File: config.mk
export PLATFORM = sky130hd
export DESIGN_NAME = irq_pin_router
export DESIGN_NICKNAME = d
export VERILOG_FILES = /design/src/rtl/irq_router_pkg.sv /design/src/rtl/irq_map_regs.sv /design/src/rtl/irq_pin_decode.sv /design/src/rtl/irq_ctx_reduce.sv /design/src/rtl/irq_pin_router.sv
export SDC_FILE = /design/constraint.sdc
export NUM_CORES = 1
export LEC_CHECK = 0
export ABC_AREA = 1
export BUFFER_PORTS_ARGS = -buffer_cell sky130_fd_sc_hd__buf_2
export CORE_ASPECT_RATIO = 2
export CORE_UTILIZATION = 56
export DETAILED_ROUTE_END_ITERATION = 6
export PLACE_DENSITY = 0.88
export SKIP_CTS_REPAIR_TIMING = 1
export SLEW_MARGIN = 25
export SYNTH_ARGS = -nofsm -noshare
export SYNTH_HDL_FRONTEND = slang
export SYNTH_HIERARCHICAL = 1
export SYNTH_SLANG_ARGS = --single-unit
File: constraint.sdc
create_clock -name clk -period 1.27 [get_ports clk]
set_clock_uncertainty 0.15 [all_clocks]
set_input_delay 0.381 -clock clk [delete_from_list [all_inputs] [get_ports clk]]
set_output_delay 0.381 -clock clk [all_outputs]
set_load 0.02 [all_outputs]
File: src/rtl/irq_router_pkg.sv
package irq_router_pkg;

    localparam int BUS_W      = 32;
    localparam int MAP_EN_BIT = 31;

    typedef enum logic {
        REG_PINMAP = 1'b0,
        REG_CTXMAP = 1'b1
    } reg_sel_e;

endpackage

File: src/rtl/irq_map_regs.sv
module irq_map_regs
    import irq_router_pkg::*;
#(
    parameter int N     = 24,
    parameter int P     = 4,
    parameter int PIN_W = 3,
    parameter int IDX_W = 5
) (
    input  logic                 clk,
    input  logic                 rst_n,
    input  logic                 bus_wr,
    input  logic [IDX_W:0]       bus_addr,
    input  logic [BUS_W-1:0]     bus_wdata,
    output logic [N-1:0]         pm_en_o,
    output logic [N*PIN_W-1:0]   pm_pin_o,
    output logic [N*P-1:0]       ctx_o
);

    logic [IDX_W-1:0] wr_idx;
    reg_sel_e         wr_sel;
    logic             wr_ok;

    assign wr_idx = bus_addr[IDX_W-1:0];
    assign wr_sel = reg_sel_e'(bus_addr[IDX_W]);
    assign wr_ok  = bus_wr && (int'(wr_idx) < N);

    for (genvar i = 0; i < N; i++) begin : g_src
        logic hit;
        assign hit = wr_ok && (int'(wr_idx) == i);

        always_ff @(posedge clk or negedge rst_n) begin
            if (!rst_n) begin
                pm_en_o[i]                  <= 1'b0;
                pm_pin_o[i*PIN_W +: PIN_W]  <= '0;
                ctx_o[i*P +: P]             <= P'(1);
            end else if (hit) begin
                unique case (wr_sel)
                    REG_PINMAP: begin
                        pm_en_o[i]                 <= bus_wdata[MAP_EN_BIT];
                        pm_pin_o[i*PIN_W +: PIN_W] <= bus_wdata[PIN_W-1:0];
                    end
                    REG_CTXMAP: begin
                        ctx_o[i*P +: P] <= bus_wdata[P-1:0];
                    end
                endcase
            end
        end
    end

endmodule

File: src/rtl/irq_pin_decode.sv
module irq_pin_decode #(
    parameter int N     = 24,
    parameter int K     = 6,
    parameter int PIN_W = 3
) (
    input  logic [N-1:0]       pm_en_i,
    input  logic [N*PIN_W-1:0] pm_pin_i,
    output logic [N*K-1:0]     sel_o
);

    for (genvar i = 0; i < N; i++) begin : g_src
        logic [PIN_W-1:0] pin;
        assign pin = pm_pin_i[i*PIN_W +: PIN_W];
        for (genvar k = 0; k < K; k++) begin : g_pin
            assign sel_o[i*K+k] = pm_en_i[i] && (pin == PIN_W'(k));
        end
    end

endmodule

File: src/rtl/irq_ctx_reduce.sv
module irq_ctx_reduce #(
    parameter int N = 24,
    parameter int P = 4,
    parameter int K = 6
) (
    input  logic [N-1:0]   pend_i,
    input  logic [N*K-1:0] sel_i,
    input  logic [N*P-1:0] ctx_i,
    output logic [P*K-1:0] req_o
);

    for (genvar c = 0; c < P; c++) begin : g_ctx
        for (genvar k = 0; k < K; k++) begin : g_pin
            always_comb begin
                logic acc;
                acc = 1'b0;
                for (int i = 0; i < N; i++) begin
                    acc = acc | (pend_i[i] & sel_i[i*K+k] & ctx_i[i*P+c]);
                end
                req_o[c*K+k] = acc;
            end
        end
    end

endmodule

File: src/rtl/irq_pin_router.sv
module irq_pin_router
    import irq_router_pkg::*;
#(
    parameter int N = 24,
    parameter int P = 4,
    parameter int K = 6,
    localparam int IDX_W = (N > 1) ? $clog2(N) : 1,
    localparam int PIN_W = (K > 1) ? $clog2(K) : 1
) (
    input  logic               clk,
    input  logic               rst_n,
    input  logic               bus_wr,
    input  logic [IDX_W:0]     bus_addr,
    input  logic [BUS_W-1:0]   bus_wdata,
    input  logic [N-1:0]       pend_i,
    output logic [P*K-1:0]     req_o,
    output logic [7:0]         ctx_count_code_o,
    output logic [7:0]         src_count_code_o
);

    logic [N-1:0]       w_pm_en;
    logic [N*PIN_W-1:0] w_pm_pin;
    logic [N*P-1:0]     w_ctx;
    logic [N*K-1:0]     w_sel;
    logic [P*K-1:0]     w_req_next;

    irq_map_regs #(.N(N), .P(P), .PIN_W(PIN_W), .IDX_W(IDX_W)) u_regs (
        .clk       (clk),
        .rst_n     (rst_n),
        .bus_wr    (bus_wr),
        .bus_addr  (bus_addr),
        .bus_wdata (bus_wdata),
        .pm_en_o   (w_pm_en),
        .pm_pin_o  (w_pm_pin),
        .ctx_o     (w_ctx)
    );

    irq_pin_decode #(.N(N), .K(K), .PIN_W(PIN_W)) u_decode (
        .pm_en_i  (w_pm_en),
        .pm_pin_i (w_pm_pin),
        .sel_o    (w_sel)
    );

    irq_ctx_reduce #(.N(N), .P(P), .K(K)) u_reduce (
        .pend_i (pend_i),
        .sel_i  (w_sel),
        .ctx_i  (w_ctx),
        .req_o  (w_req_next)
    );

    always_ff @(posedge clk or negedge rst_n) begin
        if (!rst_n) req_o <= '0;
        else        req_o <= w_req_next;
    end

    assign ctx_count_code_o = 8'(P - 1);
    assign src_count_code_o = 8'(N / 8 - 1);

endmodule

==> flow_summary.yaml, run 1 <==
detailed_routing:
  vias_per_cell: 6.37
  vias: 20200
  drc: 1
  dr.pass1.iters: 7
  ant_nets: 0
  postRouteWirelength_microns: 73400
  wl_per_cell_microns: 23.1
  initialDrtViolationCount: 2168
worst_hold_path:
  hold_class: "input port to flip-flop"
  whs_path_depth: 3
critical_path:
  critPathArrivalTime_ns: 2.39
  reg2reg_depth: 9
  path_cells: "inv_2 > nand2_4 > nor2_1 > nand3_1 > nand2_1 > inv_1 > nand3_1 > nor2_2 > nand2_1"
  slowest_stage: "dfrtp_1"
  critPathLaunchType: "flip-flop"
  cp-end-kind: "flip-flop"
  critical_path.top_delay_family: "simple AND/OR/NAND/NOR gates"
  critPathMaxFanout: 4
  worstSetupPathType: "flip-flop to flip-flop"
  critical_path_depth: 9
  critical_path_buf_inv_count: 2
  crit_required_ns: 1.59
  cpPeakStageDelay_ns: 0.40
timing:
  hold_violations: 0
  worst_pin_slew_ns: 0.595
  relSlewSlack: 0.602
  finalCriticalPeriod_ns: 2.06
  rsz0062_at_grt: "true"
  fin_ws_ns: -0.793
  setup_viol_count_final: 49
  finalCritPeriodShare: 1.62
  slew_viol_final: 0
  max_freq_mhz: 485
clock_network:
  tritoncts: "done"
  cts_buffers: 21
  cts.sinks: 216
  h-tree-depth: 1
  root_buffer: "clkbuf_16"
  cts_buffer_depth: 3
  clk_pin_slew_worst_paths_ns: 0.07
  clk_latency_ns: 0.56
place:
  dp_cells: 3110
  globalplace.congestion: 1.09
  hpwlAfterDp_microns: 52600
  placement.io_buffers: 61
  postPlaceCellArea_sq_um: 19000
power:
  power.total_mw: 20.7
  power.density_nw_per_um2: 974
  ir_drop_v: 0.00152
  leakagePower_nw: 10.8
grt:
  grt_pass1_vias: 19000
  grt_start_max_net_pins: 36
  track_usage: 0.493
  grt_pass1_wl_microns: 106000
  grt_overflow: 0
  antenna_found_initial: 4
layout:
  layout_commonest_cell: "nand2_1"
  final_area_sq_um: 21300
  syn_to_final_growth_pct: 33.7
  layout_common_cells: "749 x nand2_1, 582 x nand3_1, 308 x buf_4"
  drive_gt1_frac: 0.323
  num-fill-cells: 2077
  fin_cells: 3171
  nets: 2864
logic_synthesis:
  synth_top_area_cell: "dfrtp_1"
  yosysUniqueCellTypes: 18
  syn-mean-instance-area_sq_um: 6.33
  synthCells: 2518
  yosys-top-cells-area: "dfrtp_1 30%, nand3_1 20%, nand2_1 20%"
  synth.cell_area_sq_um: 15900
  synth_seq_area_share: 0.341
  yosysTopAreaCellShare: 0.302
  synth_seq_cells: 216
  synth_warnings: 6
die:
  die_h_microns: 241
  fp.dieW_microns: 121
  io_pins: 105
  row_count: 87
  start_util: 0.567
  core_sq_um: 28100
  fp.dieArea_sq_um: 29200
outcome:
  violations: "design-rule violations, negative setup slack"
  outcome: "finished with violations"
run:
  maxCapViolCount: 0
-- per-layer routing --
metal  track usage  up-vias  part of all wire
li1              -     8911                 -
met5        0.0104        -           0.00045
met3         0.179      550              0.11
met1         0.459     9353              0.30
met4         0.523        6              0.13
met2         0.796     1375              0.47
-- path summary, 6_finish.rpt --
| path | startpoint | end | slack (ns) |
|---|---|---|---|
| worst max-delay path | u_regs/pm_pin_o[53] | req_o[0] | -0.79 |
| worst min-delay path | bus_wdata[31] | u_regs/pm_en_o[23] | 0.08 |
| worst max register to register | u_regs/pm_pin_o[53] | req_o[0] | -0.79 |
| worst min register to register | u_regs/pm_pin_o[47] | u_regs/pm_pin_o[47] | 0.35 |
| max in group asynchronous | rst_n | u_regs/ctx_o[36] | 0.15 |
| min in group asynchronous | rst_n | u_regs/pm_pin_o[49] | 0.15 |
-- kinds of logic (layout without fill, tap and decap cells) --
family	Yosys count	in the layout	synth area share
and+or+nand+nor	2023	2023	0.562
buffers and inverters	277	559	0.0966
DFF	216	216	0.341
other	2	17	0.000471
-- where the power goes --
group | internal [mW] | leakage (nW) | switching (mW)
combinational | 1.92 | 7.65 | 3.09
sequential | 7.71 | 2.83 | 1.26
clock | 3.72 | 0.338 | 3.04
total | 13.3 | 10.8 | 7.39
-- worst min-delay path: stages --
cell and delay [ns]:
buf_2 0.15, nand4_1 0.12, nand2_1 0.07
-- stage by stage --
step                 util  setup WS [ns]  setup TNS [ns]  hold WS (ns)
floorplan               -        -0.0459           -3.40       -0.0646
global placement    0.675         -0.516          -69.78         0.126
detailed placement  0.675         -0.538          -76.10         0.128
CTS                 0.700         -0.532          -18.94        -0.435
global route        0.758         -0.748          -20.58        0.0676
finish              0.758         -0.793          -19.71        0.0772
-- sequential cells by signal, summed over array words and instances (netlist names) --
name / flops
req_o: 24
u_regs/ctx_o: 96
u_regs/pm_en_o: 24
u_regs/pm_pin_o: 72
-- final cells by class --
type,count,area (sq um),area share
diodes,1,2.50,0.000117
clock buffers,27,548,0.0257
clock inverters,11,151,0.00711
inverters,103,405,0.0190
multi-input cells,2039,10600,0.499
flip-flops and latches,216,5450,0.256
well taps,356,445,0.0209
repair buffers,418,3680,0.173
-- cells in the mapped netlist --
library cell,number
nor2_4,3
clkinv_1,1
nand2_2,25
inv_1,75
buf_4,47
nand3_1,652
nand4_1,182
nor2_2,1
dfrtp_1,192
dfstp_2,24
conb_1,2
clkbuf_1,40
nor2_1,311
buf_1,4
inv_2,27
buf_2,48
nand2_1,849
buf_6,35
No activity file was read; power rests on OpenSTA's default activity.
==> run 2, diff against run 1 <==
--- a/config.mk
+++ b/config.mk
@@ -8,11 +8,11 @@
 export ABC_AREA = 1
 export BUFFER_PORTS_ARGS = -buffer_cell sky130_fd_sc_hd__buf_2
 export CORE_ASPECT_RATIO = 2
-export CORE_UTILIZATION = 56
+export CORE_UTILIZATION = 62
 export DETAILED_ROUTE_END_ITERATION = 6
-export PLACE_DENSITY = 0.88
+export PLACE_DENSITY = 0.91
 export SKIP_CTS_REPAIR_TIMING = 1
-export SLEW_MARGIN = 25
+export SLEW_MARGIN = 20
 export SYNTH_ARGS = -nofsm -noshare
 export SYNTH_HDL_FRONTEND = slang
 export SYNTH_HIERARCHICAL = 1
==> constraint.sdc (replaced) <==
create_clock -name clk -period 2.3 [get_ports clk]
set_clock_uncertainty 0.15 [all_clocks]
set_input_delay 0.69 -clock clk [delete_from_list [all_inputs] [get_ports clk]]
set_output_delay 0.69 -clock clk [all_outputs]
set_load 0.02 [all_outputs]
==> run 2 against run 1 <==
The flow finishes with violations (design-rule violations). Critical path depth unchanged. Final cell count down 10%. Power down 50%. Final area shrank 20%. Register-to-register slack better by 0.92 ns. Sequential power down 45%. Global-route usage shrank 3.1 points. Largest cell class unchanged. Wire length is 18% lower. Count of clock-buffer cells in the layout grew 2. Via count fell by 11%.
==> flow_summary.yaml, run 2 (same netlist as run 1, synthesis figures left out) <==
timing:
  finalCriticalPeriod_ns: 2.18
  setup_viol_count_final: 0
  slew_viol_final: 0
  relSlewSlack: 0.486
  fin_hold_ws_ns: 0.346
  max_freq_mhz: 459
  tns_ns: 0
  hold_violations: 0
  worst_pin_slew_ns: 0.768
  fin_ws_ns: 0.123
  finalCritPeriodShare: 0.947
  rsz0062_at_grt: "false"
die:
  start_util: 0.634
  io_pins: 105
  die_h_microns: 229
  fp.dieArea_sq_um: 26400
  core_sq_um: 25100
  fp.dieW_microns: 115
  row_count: 82
layout:
  largest_reg_flops: 96
  top_regs: "u_regs/ctx_o: 96 flops, u_regs/pm_pin_o: 72 flops"
  largest_register: "u_regs/ctx_o"
  num-fill-cells: 2206
  nets: 2559
  layout_commonest_cell: "nand2_1"
  layout_common_cells: "849 x nand2_1, 652 x nand3_1, 310 x nor2_1"
  final_util: 0.675
  syn_to_final_growth_pct: 6.45
  drive_gt1_frac: 0.0920
  fin_cells: 2848
  final_area_sq_um: 17000
critical_path:
  critical_path_depth: 9
  critical_path_buf_inv_count: 1
  path_cells: "inv_1 > nand2_1 > nor2_1 > nand3_1 > nand2_1 > nor2_1 > nand2_1 > nor2_1 > nand2_1"
  critPathMaxFanout: 4
  crit_required_ns: 2.63
  crit_top_cell: "nand2_1"
  critPathArrivalTime_ns: 2.50
  worstSetupPathType: "flip-flop to flip-flop"
  critPathLaunchType: "flip-flop"
  slowest_stage: "nor2_1"
  cpPeakStageDelay_ns: 0.52
  reg2reg_depth: 9
  cp-end-kind: "flip-flop"
  critical_path.top_delay_family: "simple AND/OR/NAND/NOR gates"
place:
  postPlaceCellArea_sq_um: 16200
  placement.io_buffers: 61
  dp_cells: 2805
  globalplace.congestion: 1.06
  hpwlAfterDp_microns: 42800
  dp_slack_ns: 0.0827
grt:
  grt_pass1_vias: 16500
  grt_pass1_wl_microns: 90900
  grt_start_max_net_pins: 76
  antenna_found_initial: 3
  grt_overflow: 0
  track_usage: 0.462
power:
  p_comb_frac: 0.162
  p_int_mw: 6.79
  leakagePower_nw: 8.97
  power.share.sequential: 0.477
  power_switching_mw: 3.57
  ir_drop_v: 0.000667
  power.density_nw_per_um2: 610
  p_clk_frac: 0.361
  sw_frac_of_total: 0.345
  power.total_mw: 10.4
worst_hold_path:
  whs_path_depth: 2
  hold_class: "flip-flop to flip-flop"
detailed_routing:
  dr.pass1.iters: 7
  vias: 18000
  drc: 11
  ant_nets: 0
  initialDrtViolationCount: 2328
  wl_per_cell_microns: 21.3
  vias_per_cell: 6.31
  postRouteWirelength_microns: 60500
outcome:
  violations: "design-rule violations"
  outcome: "finished with violations"
clock_network:
  clk_latency_ns: 0.56
  cts_buffers: 22
  clk_pin_slew_worst_paths_ns: 0.07
  root_buffer: "clkbuf_16"
  cts_buffer_depth: 3
  cts.sinks: 216
  h-tree-depth: 1
  tritoncts: "done"
run:
  maxCapViolCount: 0
run 2: area by class of cell:
type	instances	area, sq um	share of cell area
Clock buffer	29	627	0.0370
Timing Repair Buffer	112	953	0.0562
Tap cell	336	420	0.0248
Inverter	103	388	0.0229
Multi-Input combinational cell	2039	9010	0.531
Sequential cell	216	5440	0.320
Clock inverter	11	119	0.00701
Antenna cell	2	5.00	0.000295
run 2: per-layer routing:
layer | up-vias | track usage | part of all wire
met5 | - | 0 | 0.00020
met4 | 2 | 0.439 | 0.11
met3 | 360 | 0.119 | 0.091
met2 | 1106 | 0.736 | 0.47
met1 | 8211 | 0.483 | 0.33
li1 | 8297 | - | -
run 2: final timing paths:
| check | start | end | slack [ns] |
|---|---|---|---|
| min in group asynchronous | rst_n | u_regs/pm_pin_o[49] | 0.49 |
| worst min-delay path | u_regs/pm_pin_o[65] | u_regs/pm_pin_o[65] | 0.35 |
| worst max-delay path | u_regs/pm_pin_o[21] | req_o[10] | 0.12 |
| max in group asynchronous | rst_n | u_regs/ctx_o[32] | 0.85 |
| worst max register to register | u_regs/pm_pin_o[21] | req_o[10] | 0.12 |
| worst min register to register | u_regs/pm_pin_o[65] | u_regs/pm_pin_o[65] | 0.35 |
run 2: worst min-delay path, cell delays in order (launching register included):
cell	delay (ns)
dfrtp_1	0.36
nand2_1	0.06
nand2_1	0.05
run 2: power groups by stage:
stage	registers, mW	logic [mW]	clock network [mW]
after floorplan	4.78	1.14	0
after global placement	4.95	1.56	0
after detailed placement	4.96	1.62	0
after CTS	4.90	1.63	3.74
after global routing	4.98	1.85	3.89
final	4.94	1.68	3.74
